===== src/rtl/pgl_pkg.sv =====
package pgl_pkg;

  localparam int META_LEN        = 4;
  localparam int MARK_LEN        = 6;
  localparam int META_SPARE_BASE = MARK_LEN;
  localparam int ECC_SPARE_BASE  = MARK_LEN + META_LEN;

  typedef enum logic [1:0] {
    TAG_DATA  = 2'd0,
    TAG_SPARE = 2'd1,
    TAG_SKIP  = 2'd2
  } beat_tag_e;

  typedef enum logic [2:0] {
    SEG_IDLE = 3'd0,
    SEG_META = 3'd1,
    SEG_DATA = 3'd2,
    SEG_MARK = 3'd3,
    SEG_ECC  = 3'd4
  } seg_e;

  // A packet starting at start_pos is the one split by the marker when no
  // more than one packet's worth of bytes remains before the page offset.
  function automatic logic packet_reaches_page(input logic [31:0] start_pos,
                                               input logic [31:0] pkt_len,
                                               input logic [31:0] page_len);
    return (start_pos + pkt_len) >= page_len;
  endfunction

  // Spare-area slot of a byte in one of the spare segments.
  function automatic logic [31:0] spare_slot(input seg_e seg,
                                             input logic [31:0] cnt,
                                             input logic [31:0] ecc_base);
    logic [31:0] slot;
    case (seg)
      SEG_META: slot = 32'(META_SPARE_BASE) + cnt;
      SEG_MARK: slot = cnt;
      SEG_ECC:  slot = ecc_base + cnt;
      default:  slot = '0;
    endcase
    return slot;
  endfunction

endpackage


===== src/rtl/pgl_cfg_hold.sv =====
module pgl_cfg_hold #(
  parameter int POS_W = 16,
  parameter int ECC_W = 8
) (
  input  logic             clk,
  input  logic             rst_n,
  input  logic             start,
  input  logic [POS_W-1:0] page_in,
  input  logic [POS_W-1:0] pkt_in,
  input  logic [ECC_W-1:0] ecc_in,
  input  logic             data_en_in,
  input  logic             spare_en_in,
  output logic [POS_W-1:0] page_q,
  output logic [POS_W-1:0] pkt_q,
  output logic [ECC_W-1:0] ecc_q,
  output logic             data_en_q,
  output logic             spare_en_q
);

  always_ff @(posedge clk or negedge rst_n) begin
    if (!rst_n) begin
      page_q     <= '0;
      pkt_q      <= '0;
      ecc_q      <= '0;
      data_en_q  <= 1'b0;
      spare_en_q <= 1'b0;
    end else if (start) begin
      page_q     <= page_in;
      pkt_q      <= pkt_in;
      ecc_q      <= ecc_in;
      data_en_q  <= data_en_in;
      spare_en_q <= spare_en_in;
    end
  end

endmodule


===== src/rtl/pgl_cursor.sv =====
module pgl_cursor
  import pgl_pkg::*;
#(
  parameter int POS_W = 16,
  parameter int ECC_W = 8
) (
  input  logic             clk,
  input  logic             rst_n,
  input  logic             start,
  input  logic             advance,
  input  logic [POS_W-1:0] page_len,
  input  logic [POS_W-1:0] pkt_len,
  input  logic [ECC_W-1:0] ecc_len,
  output seg_e             seg,
  output logic [POS_W-1:0] pos,
  output logic [POS_W-1:0] dcnt,
  output logic [POS_W-1:0] didx,
  output logic [POS_W-1:0] ecc_base,
  output logic [ECC_W-1:0] scnt,
  output logic             final_pkt,
  output logic             mark_done
);

  localparam logic [POS_W-1:0] POS_ONE   = POS_W'(1);
  localparam logic [ECC_W-1:0] CNT_ONE   = ECC_W'(1);
  localparam logic [ECC_W-1:0] META_LAST = ECC_W'(META_LEN - 1);
  localparam logic [ECC_W-1:0] MARK_LAST = ECC_W'(MARK_LEN - 1);

  // Named internal events
  logic [POS_W-1:0] pos_nx;
  logic             page_hit;
  logic             next_is_final;
  logic             meta_end;
  logic             mark_end;
  logic             ecc_end;
  logic             pkt_full_nx;
  logic             split_now;
  seg_e             data_entry;

  assign pos_nx        = pos + POS_ONE;
  assign page_hit      = (pos_nx == page_len);
  assign next_is_final = packet_reaches_page(32'(pos_nx), 32'(pkt_len), 32'(page_len));
  assign meta_end      = (scnt == META_LAST);
  assign mark_end      = (scnt == MARK_LAST);
  assign ecc_end       = (scnt == (ecc_len - CNT_ONE));
  assign pkt_full_nx   = ((dcnt + POS_ONE) == pkt_len);
  assign split_now     = final_pkt && !mark_done && page_hit;
  assign data_entry    = (next_is_final && page_hit) ? SEG_MARK : SEG_DATA;

  always_ff @(posedge clk or negedge rst_n) begin
    if (!rst_n) begin
      seg       <= SEG_IDLE;
      pos       <= '0;
      dcnt      <= '0;
      didx      <= '0;
      ecc_base  <= '0;
      scnt      <= '0;
      final_pkt <= 1'b0;
      mark_done <= 1'b0;
    end else if (start) begin
      seg       <= SEG_META;
      pos       <= '0;
      dcnt      <= '0;
      didx      <= '0;
      ecc_base  <= POS_W'(ECC_SPARE_BASE);
      scnt      <= '0;
      final_pkt <= 1'b0;
      mark_done <= 1'b0;
    end else if (advance) begin
      pos <= pos_nx;
      case (seg)
        SEG_META: begin
          if (meta_end) begin
            scnt      <= '0;
            dcnt      <= '0;
            final_pkt <= next_is_final;
            seg       <= data_entry;
          end else begin
            scnt <= scnt + CNT_ONE;
          end
        end
        SEG_DATA: begin
          dcnt <= dcnt + POS_ONE;
          didx <= didx + POS_ONE;
          if (split_now) begin
            scnt <= '0;
            seg  <= SEG_MARK;
          end else if (pkt_full_nx) begin
            scnt <= '0;
            seg  <= SEG_ECC;
          end
        end
        SEG_MARK: begin
          if (mark_end) begin
            scnt      <= '0;
            mark_done <= 1'b1;
            seg       <= (dcnt == pkt_len) ? SEG_ECC : SEG_DATA;
          end else begin
            scnt <= scnt + CNT_ONE;
          end
        end
        SEG_ECC: begin
          if (ecc_end) begin
            scnt <= '0;
            if (final_pkt) begin
              seg <= SEG_IDLE;
            end else begin
              dcnt      <= '0;
              ecc_base  <= ecc_base + POS_W'(ecc_len);
              final_pkt <= next_is_final;
              seg       <= data_entry;
            end
          end else begin
            scnt <= scnt + CNT_ONE;
          end
        end
        default: seg <= SEG_IDLE;
      endcase
    end
  end

  // Position moves by exactly one per accepted beat
  assert_pos_step_R1: assert property (@(posedge clk) disable iff (!rst_n)
    advance && !start |=> pos == $past(pos) + POS_ONE);

  // Metadata occupies the first physical bytes in order
  assert_meta_first_R2: assert property (@(posedge clk) disable iff (!rst_n)
    seg == SEG_META |-> pos == POS_W'(scnt));

  // The marker region opens exactly at the page-size offset
  assert_mark_at_page_R4: assert property (@(posedge clk) disable iff (!rst_n)
    seg == SEG_MARK && scnt == '0 |-> pos == page_len);

  // The marker belongs to the final packet and is never entered twice
  assert_mark_once_R4: assert property (@(posedge clk) disable iff (!rst_n)
    seg == SEG_MARK |-> final_pkt && !mark_done);

  // A start always rewinds to the metadata at position zero
  assert_restart_R9: assert property (@(posedge clk) disable iff (!rst_n)
    start |=> seg == SEG_META && pos == '0);

endmodule


===== src/rtl/pgl_beat_map.sv =====
module pgl_beat_map
  import pgl_pkg::*;
#(
  parameter int POS_W = 16,
  parameter int ECC_W = 8
) (
  input  seg_e             seg,
  input  logic [POS_W-1:0] didx,
  input  logic [POS_W-1:0] ecc_base,
  input  logic [ECC_W-1:0] scnt,
  input  logic [ECC_W-1:0] ecc_len,
  input  logic             final_pkt,
  input  logic             data_en,
  input  logic             spare_en,
  output logic [1:0]       tag,
  output logic [POS_W-1:0] idx,
  output logic             last
);

  logic is_data;
  logic is_spare;
  logic [31:0] slot;

  assign is_data  = (seg == SEG_DATA);
  assign is_spare = (seg == SEG_META) || (seg == SEG_MARK) || (seg == SEG_ECC);
  assign slot     = spare_slot(seg, 32'(scnt), 32'(ecc_base));

  always_comb begin
    tag = TAG_SKIP;
    idx = '0;
    if (is_data) begin
      tag = data_en ? TAG_DATA : TAG_SKIP;
      idx = didx;
    end else if (is_spare) begin
      tag = spare_en ? TAG_SPARE : TAG_SKIP;
      idx = slot[POS_W-1:0];
    end
  end

  assign last = (seg == SEG_ECC) && final_pkt && (scnt == (ecc_len - ECC_W'(1)));

endmodule


===== src/rtl/pgl_interleaver.sv =====
module pgl_interleaver
  import pgl_pkg::*;
#(
  parameter int POS_W = 16,
  parameter int ECC_W = 8
) (
  input  logic             clk,
  input  logic             rst_n,
  input  logic             start,
  input  logic [POS_W-1:0] page_bytes,
  input  logic [POS_W-1:0] pkt_bytes,
  input  logic [ECC_W-1:0] ecc_bytes,
  input  logic             data_en,
  input  logic             spare_en,
  input  logic             out_ready,
  output logic             out_valid,
  output logic [POS_W-1:0] out_pos,
  output logic [1:0]       out_tag,
  output logic [POS_W-1:0] out_idx,
  output logic             out_last
);

  logic [POS_W-1:0] page_q, pkt_q;
  logic [ECC_W-1:0] ecc_q;
  logic             data_en_q, spare_en_q;

  seg_e             seg;
  logic [POS_W-1:0] pos, dcnt, didx, ecc_base;
  logic [ECC_W-1:0] scnt;
  logic             final_pkt, mark_done;

  // Named internal events
  logic beat_fire;
  logic map_last;

  pgl_cfg_hold #(.POS_W(POS_W), .ECC_W(ECC_W)) u_cfg (
    .clk(clk), .rst_n(rst_n), .start(start),
    .page_in(page_bytes), .pkt_in(pkt_bytes), .ecc_in(ecc_bytes),
    .data_en_in(data_en), .spare_en_in(spare_en),
    .page_q(page_q), .pkt_q(pkt_q), .ecc_q(ecc_q),
    .data_en_q(data_en_q), .spare_en_q(spare_en_q)
  );

  assign out_valid = (seg != SEG_IDLE);
  assign beat_fire = out_valid && out_ready;

  pgl_cursor #(.POS_W(POS_W), .ECC_W(ECC_W)) u_cursor (
    .clk(clk), .rst_n(rst_n), .start(start), .advance(beat_fire),
    .page_len(page_q), .pkt_len(pkt_q), .ecc_len(ecc_q),
    .seg(seg), .pos(pos), .dcnt(dcnt), .didx(didx), .ecc_base(ecc_base),
    .scnt(scnt), .final_pkt(final_pkt), .mark_done(mark_done)
  );

  pgl_beat_map #(.POS_W(POS_W), .ECC_W(ECC_W)) u_map (
    .seg(seg), .didx(didx), .ecc_base(ecc_base), .scnt(scnt), .ecc_len(ecc_q),
    .final_pkt(final_pkt), .data_en(data_en_q), .spare_en(spare_en_q),
    .tag(out_tag), .idx(out_idx), .last(map_last)
  );

  assign out_pos  = pos;
  assign out_last = out_valid && map_last;

  // A refused beat is presented again unchanged
  assert_hold_R8: assert property (@(posedge clk) disable iff (!rst_n)
    out_valid && !out_ready && !start |=>
      out_valid && $stable(out_pos) && $stable(out_idx) && $stable(out_tag));

  // Accepting the final byte ends the sequence
  assert_end_R6: assert property (@(posedge clk) disable iff (!rst_n)
    beat_fire && out_last && !start |=> !out_valid);

  // A disabled data side never reports a data transfer
  assert_skip_R7: assert property (@(posedge clk) disable iff (!rst_n)
    out_valid && !data_en_q |-> out_tag != TAG_DATA);

  // The last flag never stands on a data beat
  assert_last_spare_R6: assert property (@(posedge clk) disable iff (!rst_n)
    out_last |-> out_tag != TAG_DATA);

endmodule


===== config.mk =====
export PLATFORM = sky130hd
export DESIGN_NAME = pgl_interleaver
export DESIGN_NICKNAME = d
export VERILOG_FILES = /design/src/rtl/pgl_pkg.sv /design/src/rtl/pgl_cfg_hold.sv /design/src/rtl/pgl_cursor.sv /design/src/rtl/pgl_beat_map.sv /design/src/rtl/pgl_interleaver.sv
export SDC_FILE = /design/constraint.sdc
export NUM_CORES = 1
export LEC_CHECK = 0
export ABC_AREA = 1
export CAP_MARGIN = 10
export CORE_UTILIZATION = 50
export DETAILED_ROUTE_END_ITERATION = 8
export DONT_BUFFER_PORTS = 1
export PLACE_DENSITY_LB_ADDON = 0.05
export SETUP_SLACK_MARGIN = 0.05
export SYNTH_ARGS = -nofsm -noshare
export SYNTH_HDL_FRONTEND = slang
export SYNTH_SLANG_ARGS = --single-unit
export TNS_END_PERCENT = 5

===== constraint.sdc =====
create_clock -name clk -period 5.4 [get_ports clk]
set_clock_uncertainty 0.15 [all_clocks]
set_input_delay 0 -clock clk [delete_from_list [all_inputs] [get_ports clk]]
set_output_delay 0 -clock clk [all_outputs]
set_load 0.02 [all_outputs]

# Yosys cells after proc, flatten, opt, wreduce, memory -nomap -nowiden

Index checks and enable logic that the tools add are counted.

Flip-flop bits (word level): 119
Input bits: 46
Output and inout bits: 36
Logic and storage cells: 118

$add $sub $neg: 9
Order comparisons: 1
Equality and inequality tests: 16
Multiplexer cells: 52
Reduce and logical (&&, ||, !) cells: 27

Operator list:

| cell                                                                    | number |
|---|---|
| 16-bit 2-to-1 mux                                                       | 17 |
| 16-bit case mux with 3 select lines                                     | 2 |
| 8-bit 2-to-1 mux                                                        | 7 |
| 16-bit by 1-bit adder with 16-bit output, second input constant         | 3 |
| 16-bit == test                                                          | 3 |
| 16-bit by 8-bit adder with 16-bit output                                | 2 |
| 32-bit by 16-bit greater-or-equal comparator with 1-bit output          | 1 |
| 8-bit case mux with 4 select lines                                      | 1 |
| 3-bit 2-to-1 mux                                                        | 9 |
| 16-bit by 16-bit adder with 17-bit output                               | 1 |
| 3-bit case mux with 4 select lines                                      | 1 |
| 2-bit nonzero test                                                      | 6 |
| 1-bit 2-to-1 mux                                                        | 10 |
| 5-bit AND reduction                                                     | 2 |
| 3-bit by 8-bit adder with 9-bit output, first input constant            | 1 |
| 3-bit by 2-bit inequality test with 1-bit output, second input constant | 3 |
| 8-bit by 1-bit adder with 8-bit output, second input constant           | 1 |
| 8-bit by 2-bit == test with 1-bit output, second input constant         | 1 |
| 8-bit by 3-bit == test with 1-bit output, second input constant         | 1 |
| 8-bit == test                                                           | 1 |
| 2-bit 2-to-1 mux                                                        | 4 |
| 4-bit AND reduction                                                     | 2 |
| 8-bit by 1-bit subtractor with 8-bit output, second input constant      | 1 |
| 1-bit logical AND                                                       | 7 |
| 14 further kinds                                                        | 18 |

# Logic depth before layout (Yosys ltp)

Gate-level depths: netlist (run 1).

Depth in word-level cells: 10
Depth in mapped cells: 26
Depth with buffers taken out: 26

# Modules after synthesis

From an unflattened synthesis (run 1), not the netlist that was laid out.

Cells, all modules: 1,522
Area total of the unflattened synthesis: 10,132.2 um2

By module, submodules not included:

| module          | instances | cells an instance | area each (um2) | seq. area each (um2) |
|---|---|---|---|---|
| pgl_cursor      | 1         | 1,048             | 7,031.7         | 1,926.8 |
| pgl_cfg_hold    | 1         | 178               | 1,654.1         | 1,051.0 |
| pgl_beat_map    | 1         | 289               | 1,415.1         | 0.0 |
| pgl_interleaver | 1         | 7                 | 31.3            | 0.0 |

# Least setup slack after synthesis (run 1)

No wires, ideal clock.

Path kind: flip-flop to flip-flop
Start point: register u_cursor.pos[0]
End point: register u_cursor.seg[0]
Library setup time: 117 ps
Arrival: 3,767 ps
Required time: 5,133 ps
Slack: 1,367 ps
Cell stages (with the launch flop): 26
Buffers on the path: 0
Clock period less this slack: 4,033 ps
Path through: dfrtp_1 ha_1 nand2_2 nor2_4 nand2_1 nand2_2 inv_1 ha_1 a21oi_1 a21boi_0 o21ai_0 a21o_1 a21oi_1 o21ai_0 xor2_1 ha_1 nand2_1 inv_1 o21ai_0 a21oi_1 nor2_1 nand4_1 nand4_1 nand3_1 nand2_1 nand2_1

Word-level cells in the longest chain between the ends: 10
Elaborated cells on any way between the ends: 16
Those cells by class: add/sub (2); order compare (1); eq/ne (2); mux (8); reduce/logical (3)

Ends and longest elaborated chain:

| what                                                           | RTL line          | text |
|---|---|---|
| start: declaration                                             | pgl_cursor.sv:15  | `output logic [POS_W-1:0] pos,` |
| start signal: assignment                                       | pgl_cursor.sv:70  | `pos <= pos_nx;` |
| 16-bit by 1-bit adder with 16-bit output (*)                   | pgl_cursor.sv:40  | `assign pos_nx = pos + POS_ONE;` |
| 16-bit by 16-bit adder with 17-bit output                      | pgl_pkg.sv:27     | `return (start_pos + pkt_len) >= page_len;` |
| 32-bit by 16-bit greater-or-equal comparator with 1-bit output | pgl_pkg.sv:27     |  |
| 1-bit logical AND                                              | pgl_cursor.sv:48  | `assign data_entry = (next_is_final && page_hit) ? SEG_MARK : SEG_DATA;` |
| 1-bit 2-to-1 mux                                               | pgl_cursor.sv:48  |  |
| 3-bit 2-to-1 mux                                               | pgl_cursor.sv:105 | `if (final_pkt) begin` |
| 3-bit 2-to-1 mux                                               | pgl_cursor.sv:103 | `if (ecc_end) begin` |
| 3-bit case mux with 4 select lines                             | pgl_cursor.sv:71  | `case (seg)` |
| 3-bit 2-to-1 mux                                               | pgl_cursor.sv:69  | `end else if (advance) begin` |
| 3-bit 2-to-1 mux                                               | pgl_cursor.sv:60  | `end else if (start) begin` |
| end signal: assignment                                         | pgl_cursor.sv:77  | `seg <= data_entry;` |
| end signal: assignment                                         | pgl_cursor.sv:97  | `seg <= (dcnt == pkt_len) ? SEG_ECC : SEG_DATA;` |
| end signal: assignment                                         | pgl_cursor.sv:111 | `seg <= data_entry;` |
| end: declaration                                               | pgl_cursor.sv:14  | `output seg_e seg,` |

Every way passes the cells marked *; elsewhere a longest branch is shown, timed or not. The select of a mux whose other input is x is not followed.
A chain may end at the register's enable or synchronous reset.

# Final worst setup path (run 1)

Same ends and word-level chain as after synthesis.

==> results of run 1 <==
## final cells by class
class / instances / area, um2 / area share (%)
well taps: 234 / 293 / 2.67
multi-input cells: 1069 / 5740 / 52.4
clock buffers: 21 / 460 / 4.21
inverters: 191 / 717 / 6.55
repair buffers: 51 / 541 / 4.94
clock inverters: 11 / 219 / 2.00
flip-flops and latches: 119 / 2980 / 27.2
## per-layer routing
metal | vias to the layer above | wire, um
li1 | 4709 | -
met1 | 4284 | 11800
met2 | 196 | 13400
met3 | 44 | 1380
met4 | 0 | 542
met5 | - | 0
## metrics by stage
step | utilization [%] | instance area (um2) | hold slack (ps)
2_1_floorplan | - | 9570 | -446
3_3_place_gp | 52.1 | 9740 | -443
3_5_place_dp | 52.1 | 9740 | -443
4_1_cts | 58.5 | 10900 | 72.2
5_1_grt | 58.5 | 10900 | 92.8
6_report | 58.5 | 10900 | -5.43
## how the worst min path moves through the flow
stage | start | endpoint | slack (ps) | depth (start not counted)
after CTS | ecc_bytes[6] | u_cfg.ecc_q[6] | 70 | 3
after floorplan | rst_n | u_cfg.data_en_q | -450 | 0
after global placement | rst_n | u_cursor.pos[13] | -440 | 0
after global routing | ecc_bytes[7] | u_cfg.ecc_q[7] | 90 | 3
after detailed placement | rst_n | u_cursor.pos[13] | -440 | 0
final | rst_n | u_cursor.pos[7] | -5 | 2
## placed cells by master, fill, tap and decap left out, drive strengths merged, types with 5 or more instances in the layout
master         n
nand2        413
inv          191
o21ai        120
dfrtp        119
nor2         118
nand3        113
a21oi         64
ha            59
dlygate4sd3   47
xor2          40
nand4         32
nor3          22
clkbuf        21
xnor2         16
o22ai         15
a31oi          6
o211ai         6
bufinv         6
a21o           5
## flip-flops by register name (all words and copies together) (netlist names)
signal / flops
u_cfg.pkt_q: 16
u_cfg.ecc_q: 8
u_cursor.final_pkt: 1
u_cursor.pos: 16
u_cfg.spare_en_q: 1
u_cfg.data_en_q: 1
u_cursor.dcnt: 16
u_cursor.seg: 3
u_cursor.didx: 16
u_cursor.mark_done: 1
u_cursor.scnt: 8
u_cursor.ecc_base: 16
u_cfg.page_q: 16
## cell families (layout without fill, tap and decap cells)
group           count (synthesis)  count (layout)  share of synthesized area [%]
flops                         119             119                           31.1
fa+ha+maj                      62              62                           8.34
xor+xnor                       57              57                           5.37
buf+inv                       222             274                           8.87
compound gates                239             239                           14.1
simple gates                  711             711                           32.2
## worst register-to-register path, delay by kind of cell, from the launching register on
kind                       cells  cell delay, ps
and+or+nand+nor               11            1140
AOI/OAI and AO/OA              8            1550
adders and majority gates      3             930
xor gates and xnor gates       1             160
DFF                            1             580
buffers and inverters          2              90
## where the power goes
part / switching, mW / internal [mW] / total, mW
clock network: 0.442 / 0.892 / 1.33
registers: 0.0980 / 0.951 / 1.05
logic: 0.598 / 0.268 / 0.866
==> results list, run 1 <==
- Core Rows: 50
- The synthesized netlist occupies a cell area of 0.00957 mm2.
* Power per standard cell area: 297 mW/mm2
- Failing checks: hold timing
- Setup repair bufs after CTS: 0
- Insertion delay to the later sink of the worst-skew pair: 430 ps
* Yosys top cell area share: 31.1%
* Synth area leader: sky130_fd_sc_hd__dfrtp_1
- Flops & latches, synth: 119
- The critical path runs through a total of 25 cells.
- Endpoint of the worst register-to-register path: u_cursor.seg[0]
- Commonest cells post-synth: sky130_fd_sc_hd__nand2_1 (399), sky130_fd_sc_hd__inv_1 (188), sky130_fd_sc_hd__dfrtp_1 (119), sky130_fd_sc_hd__nor2_1 (110), sky130_fd_sc_hd__o21ai_0 (110)
- Final count of hold timing violations: 9
- After detailed routing, the average wire length per cell comes to 16.0 um.
- The worst-case IR drop observed on VDD is 0.205 mV.
* Starting density of the core: 51.2%
- Total routing resource utilization after global routing: 28.9%
* Period minus WS final: 4720 ps
* Antenna Diode Count: 0
- Leaving out filler cells and counting taps, the final layout contains 1696.
- Startpoint of the most critical register-to-register path: u_cursor.pos[0]
- Remaining global-route overflow: 0
- Root buffer selected by CTS: sky130_fd_sc_hd__clkbuf_16
- Data arrives at the worst endpoint at 4890 ps.
- At the end of the flow, the number of nets in the layout was 1557.
- Top-level port count: 82
- The worst path meets setup with 682 ps of slack.
* Largest net degree at the start of global routing: 120
- Antenna violations before repair: 0
* Dominant synthesized flop cell: sky130_fd_sc_hd__dfrtp_1
- Startpoint-to-endpoint class of the critical path: reg2reg
- The kind of cell with the highest combined delay along the critical path is compound AO/OA/AOI/OAI gates.
- Pre-CTS setup slack: 672 ps
* Gpl congestion: 0.883
- Avg Inst Size Synth: 6.79 um2
- Synthesis Warnings: 0
* Critical-path cell with the highest stage delay: sky130_fd_sc_hd__dfrtp_1
- After filler insertion, the fill cell instance count of the layout stands at 1812.
- The first detailed-routing pass ran for 5 iterations.
- In this run the remaining antenna-violating nets after routing total 0.
- For met2 alone, demand over resource in global routing was 51.2%.
- Mapped Nets: 1518
* Cell with the most instances after synthesis: sky130_fd_sc_hd__nand2_1
- After clock tree synthesis, the flow added hold-fix buffers numbering 49.
- By area the synthesized netlist is led by sky130_fd_sc_hd__dfrtp_1 (31%), sky130_fd_sc_hd__nand2_1 (16%), sky130_fd_sc_hd__ha_1 (7.7%).
* Clk slew on worst S/H paths: 60 ps
* Met1 track demand over resource in global routing: 34.6%
- The final critical path takes up 87.4% of the cycle.
- Synthesis produced 1410 cells.
- Global routing used 6.60% of the available met3 tracks.
- Height of the chip: 140 um
* CTS buffer count: 17
- In the routed design, unresolved DRC markers number 0.
- Using the TritonRoute via totals, the vias-per-cell ratio works out to 5.44.
- In this run the worst path has a maximum fanout of 8.
- FF-to-FF path depth: 25
* Setup slack, reg-to-reg: 680 ps
- The first global-routing pass estimated 44500 um of wire.
* Worst slew slack as a fraction of its limit: 42.6%
- Sequential share of the synthesized area: 31.1%
* Clock net sink count: 119
- Hold_ws: -5.43 ps
- Measured along the x axis, the die boundary spans 140 um.
- Largest buffer count on any clock path: 2
* Layer carrying the most global-route usage: met2
- For this run, asynchronously set or reset flops after synthesis account for 100%.
- STA classifies the critical path startpoint as a flip-flop.
- Worst hold-check path type: in2async
- Max Freq: 212 MHz
* Maximum Capacitance Violations: 0
- At the worst endpoint, the required time is 5570 ps.
- Overall power consumption after layout is estimated at 3.25 mW.
* Crit path buf inv count: 2
- After detailed routing, the total wire length is 27100 um.
- In this run, distinct cell masters in the synthesized netlist total 51.
* Estimated wirelength of the detail-placed design: 20000 um
- The critical path ends at u_cursor.seg[0].
- Number of global-route vias before repair: 8850
- Capturing element type of the critical path: flip-flop
* Most used cell, CP: sky130_fd_sc_hd__nand2_1
- Via total after detailed routing: 9233
- For the pin with the worst max-slew slack, the measured transition is 852 ps.
- TritonCTS built the clock tree.
- Die Outline Area: 0.0197 mm2
- RSZ-0062 raised after global routing: false
- Yosys mapped a number of flops with a built-in enable equal to 0.
- Count of placed standard cells including taps: 1615
- Setup violations remaining at the end of the flow were counted as 0.
- The flow ran to the end, but the final reports show violations.
- The total area inside the core boundary comes to 0.0187 mm2.
* Leak Pwr: 5.37 nW
- The largest single stage delay on the critical path is 580 ps.
* CTS resizes: 0
- In this run the worst setup path begins at u_cursor.pos[0].
- In the final layout, the share of cells above drive strength 1 is 5.34%.
* Final slew viol count: 0
- Total negative setup slack: 0 ps
* Drt first-iter violations: 614
- Layout-stage area growth over the synthesis result: 14.4%
- H-tree level count: 4
* Number of input and output port buffers inserted: 0
(Power assumes the default switching activity.)
==> inputs of run 2 (changes only) <==
--- a/config.mk
+++ b/config.mk
@@ -7,6 +7,7 @@
 export LEC_CHECK = 0
 export ABC_AREA = 1
 export CAP_MARGIN = 10
+export CORE_MARGIN = 2
 export CORE_UTILIZATION = 50
 export DETAILED_ROUTE_END_ITERATION = 8
 export DONT_BUFFER_PORTS = 1
==> run 2 against run 1 <==
Against the previous run: the run now ends clean; routed wire length grew 0.32%; combinational power about the same; maximum frequency shrank 1.5%; total power fell by 6.4%; sequential share of layout area grew 0.27 points; die area up 2.9%; global-route usage down 1.1 points; clock power shrank 15%; core utilization fell by 0.77 points; cell area fell by 0.98%; count of clock-buffer cells in the layout fell by 2; via count shrank 0.54%; critical path type unchanged; critical endpoint unchanged.
==> results list, run 2 (synthesized netlist as in run 1, its figures left out) <==
- Layout fillers: 1811 (-0.055%)
* Max Freq: 209 MHz (-1.5%)
* Largest net degree at the start of global routing: 120 (unchanged)
* Sequential fraction of design power: 34.5% (+2.2 points)
* Peak VDD IR: 0.246 mV (+20%)
* Drt first-iter violations: 621 (+1.1%)
- The later-pin clock latency in the skew report came to 430 ps (about the same).
- The post-detailed-route via-to-cell ratio came to 5.42 (-0.48%).
- Worst slew slack as a fraction of its limit: 44.6% (+2.0 points)
- Leak Pwr: 5.30 nW (-1.2%)
- The layout net count was 1557 (unchanged).
- Outcome: finished clean
- The cell-internal power was 1.91 mW (-9.7%).
* Global-route wire length before repair: 44200 um (-0.70%)
- Clock tree from TritonCTS: yes
- The total power was 3.04 mW (-6.4%).
- The biggest fanout along the worst timing path came to 8 (unchanged).
- Number of endpoints failing setup at the final stage: 0 (unchanged)
- Clock net sink count: 119 (unchanged)
* Clk slew on worst S/H paths: 60 ps (about the same)
- The detailed placement HPWL came to 19900 um (-0.80%).
- The total routing usage reported by global routing was 27.8% (-1.1 points).
* Logic depth of the worst path, buffers included: 25 (unchanged)
- The period utilization came to 88.7% (+1.3 points).
* Core area: 0.0188 mm2 (+0.33%)
* FF-to-FF path depth: 25 (unchanged)
- Arrival time worst endpoint: 4960 ps (+70 ps)
* Data required time of the critical path: 5570 ps (about the same)
- The most numerous cell type found on the critical path is sky130_fd_sc_hd__nand2_1.
* H-tree level count: 4 (unchanged)
- Number of global-route vias before repair: 8933 (+0.94%)
- CTS buffer count: 17 (unchanged)
* Top-level port count: 82 (unchanged)
- The clock group share of total power was 37.0% (-4.1 points).
* Gpl congestion: 0.928 (+5.2%)
* Layout-stage area growth over the synthesis result: 13.3%
- The first-pass iteration count of the detailed router was 8 (+3).
- Startpoint-to-endpoint class of the critical path: reg2reg
- Share of layout cells above drive strength 1: 5.34% (about the same)
- Average wire per standard cell: 16.1 um (+0.38%)
- DRC errors left: 0 (unchanged)
- Final slew viol count: 0 (unchanged)
- Element type at the critical path start: flip-flop
- The largest individual stage delay along the critical path comes from the cell sky130_fd_sc_hd__dfrtp_1.
- The die extent in x came to 142 um (+1.4%).
* Area after detailed placement: 0.00974 mm2 (unchanged)
* Core Rows: 50 (unchanged)
- Setup repair after global routing left no endpoint under its margin.
* Logic pwr share: 28.5% (+1.9 points)
- The maximum buffer depth of the clock tree is 2 (unchanged).
- The switching part of the total power is 37.4% (+2.3 points).
- Switching power: 1.14 mW (-0.12%)
- Total negative setup slack: 0 ps (unchanged)
* Final WL: 27200 um (+0.32%)
- Slowest cell delay on critical path: 590 ps (about the same)
* Root buffer selected by CTS: sky130_fd_sc_hd__clkbuf_16
- The total global routing overflow came to 0 (unchanged).
* Die Outline Area: 0.0203 mm2 (+2.9%)
- Capturing element type of the critical path: flip-flop
* Period minus WS final: 4790 ps (+71.9 ps)
- Cell family contributing the most delay on the critical path: compound AO/OA/AOI/OAI gates
- The routed via count was 9183 (-0.54%).
* Final count of hold timing violations: 0 (-9)
* Post-route antenna net violation count: 0 (unchanged)
- The count of instances resized after the clock tree is built was 0 (unchanged).
- The diode insertion count for antenna repair was 0 (unchanged).
- The fraction of the core area covered by cells at the end of the flow was 57.8% (-0.77 points).
* Final Cell Area: 0.0108 mm2 (-0.98%)
- The power density relative to cell area was 281 mW/mm2 (-5.4%).
- Number of input and output port buffers inserted: 0 (unchanged)
- Transition time at the pin with the least slew margin: 825 ps (-27.4 ps)
- The die span in y came to 142 um (+1.4%).
- Commonest non-fill, non-tap cells in the layout: sky130_fd_sc_hd__nand2_1 (399), sky130_fd_sc_hd__inv_1 (188), sky130_fd_sc_hd__dfrtp_1 (119)
- Worst hold-check path type: in2async
- The starting density of the core was 51.0% (-0.17 points).
- The library cell used most frequently in the layout, excluding fill and tap cells, is sky130_fd_sc_hd__nand2_1.
- Setup repair bufs after CTS: 0 (unchanged)
* Crit path buf inv count: 2 (unchanged)
- The number of antenna violations at the first check in global routing was 0 (unchanged).
- The count of max-cap constraint violations came to 0 (unchanged).
-- run 2: changes by cell type in the layout (fill, tap and decap cells not counted), sizes merged --
cell	delta
bufinv	-4
clkbuf	-2
clkinvlp	+5
-- run 2: metrics by stage --
stage	worst slack, ps	hold WS (ps)	cells
floorplan	1370	-446	1410
global placement	910	-443	1615
detailed placement	683	-442	1615
CTS	647	65.8	1695
global route	202	82.3	1695
finish	610	44.2	1695
-- run 2: routing by layer --
layer / track usage [%] / wire length (um) / vias up
li1: - / - / 4712
met1: 32.8 / 11700 / 4209
met2: 49.0 / 13400 / 211
met3: 7.10 / 1450 / 51
met4: 10.1 / 685 / 0
met5: 0 / 0 / -
-- run 2: final cells by class --
cell class	instances	area [um2]	share of cell area [%]
tap	234	293	2.70
clock inverter	12	129	1.19
sequential	119	2980	27.5
timing repair buffer	51	541	4.99
clock buffer	19	443	4.09
multi-input combinational	1069	5740	53.0
inverter	191	717	6.61
-- run 2: path summary, 6_finish.rpt --
kind                                 startpoint                to  slack (ps)
worst max-delay path            u_cursor.pos[0]   u_cursor.seg[0]         610
worst min-delay path                      rst_n  u_cursor.pos[11]          40
worst max register to register  u_cursor.pos[0]   u_cursor.seg[0]         610
worst min register to register  u_cfg.data_en_q   u_cfg.data_en_q         330
max in group asynchronous                 rst_n  u_cfg.spare_en_q        4510
min in group clk                   ecc_bytes[5]    u_cfg.ecc_q[5]          80
-- run 2: what timing repair did --
item	in CTS	in global routing
hold endpoints to repair	214	0
hold buffers	49	0
endpoints found under the setup margin	0	0
-- run 2: power groups by stage --
| stage | sequential [mW] | clock, mW | combinational (mW) |
|---|---|---|---|
| after floorplan | 1.03 | 0 | 0.630 |
| after global placement | 1.06 | 0 | 0.794 |
| after detailed placement | 1.06 | 0 | 0.799 |
| after CTS | 1.05 | 1.15 | 0.868 |
| after global routing | 1.06 | 1.19 | 0.985 |
| final | 1.05 | 1.13 | 0.867 |
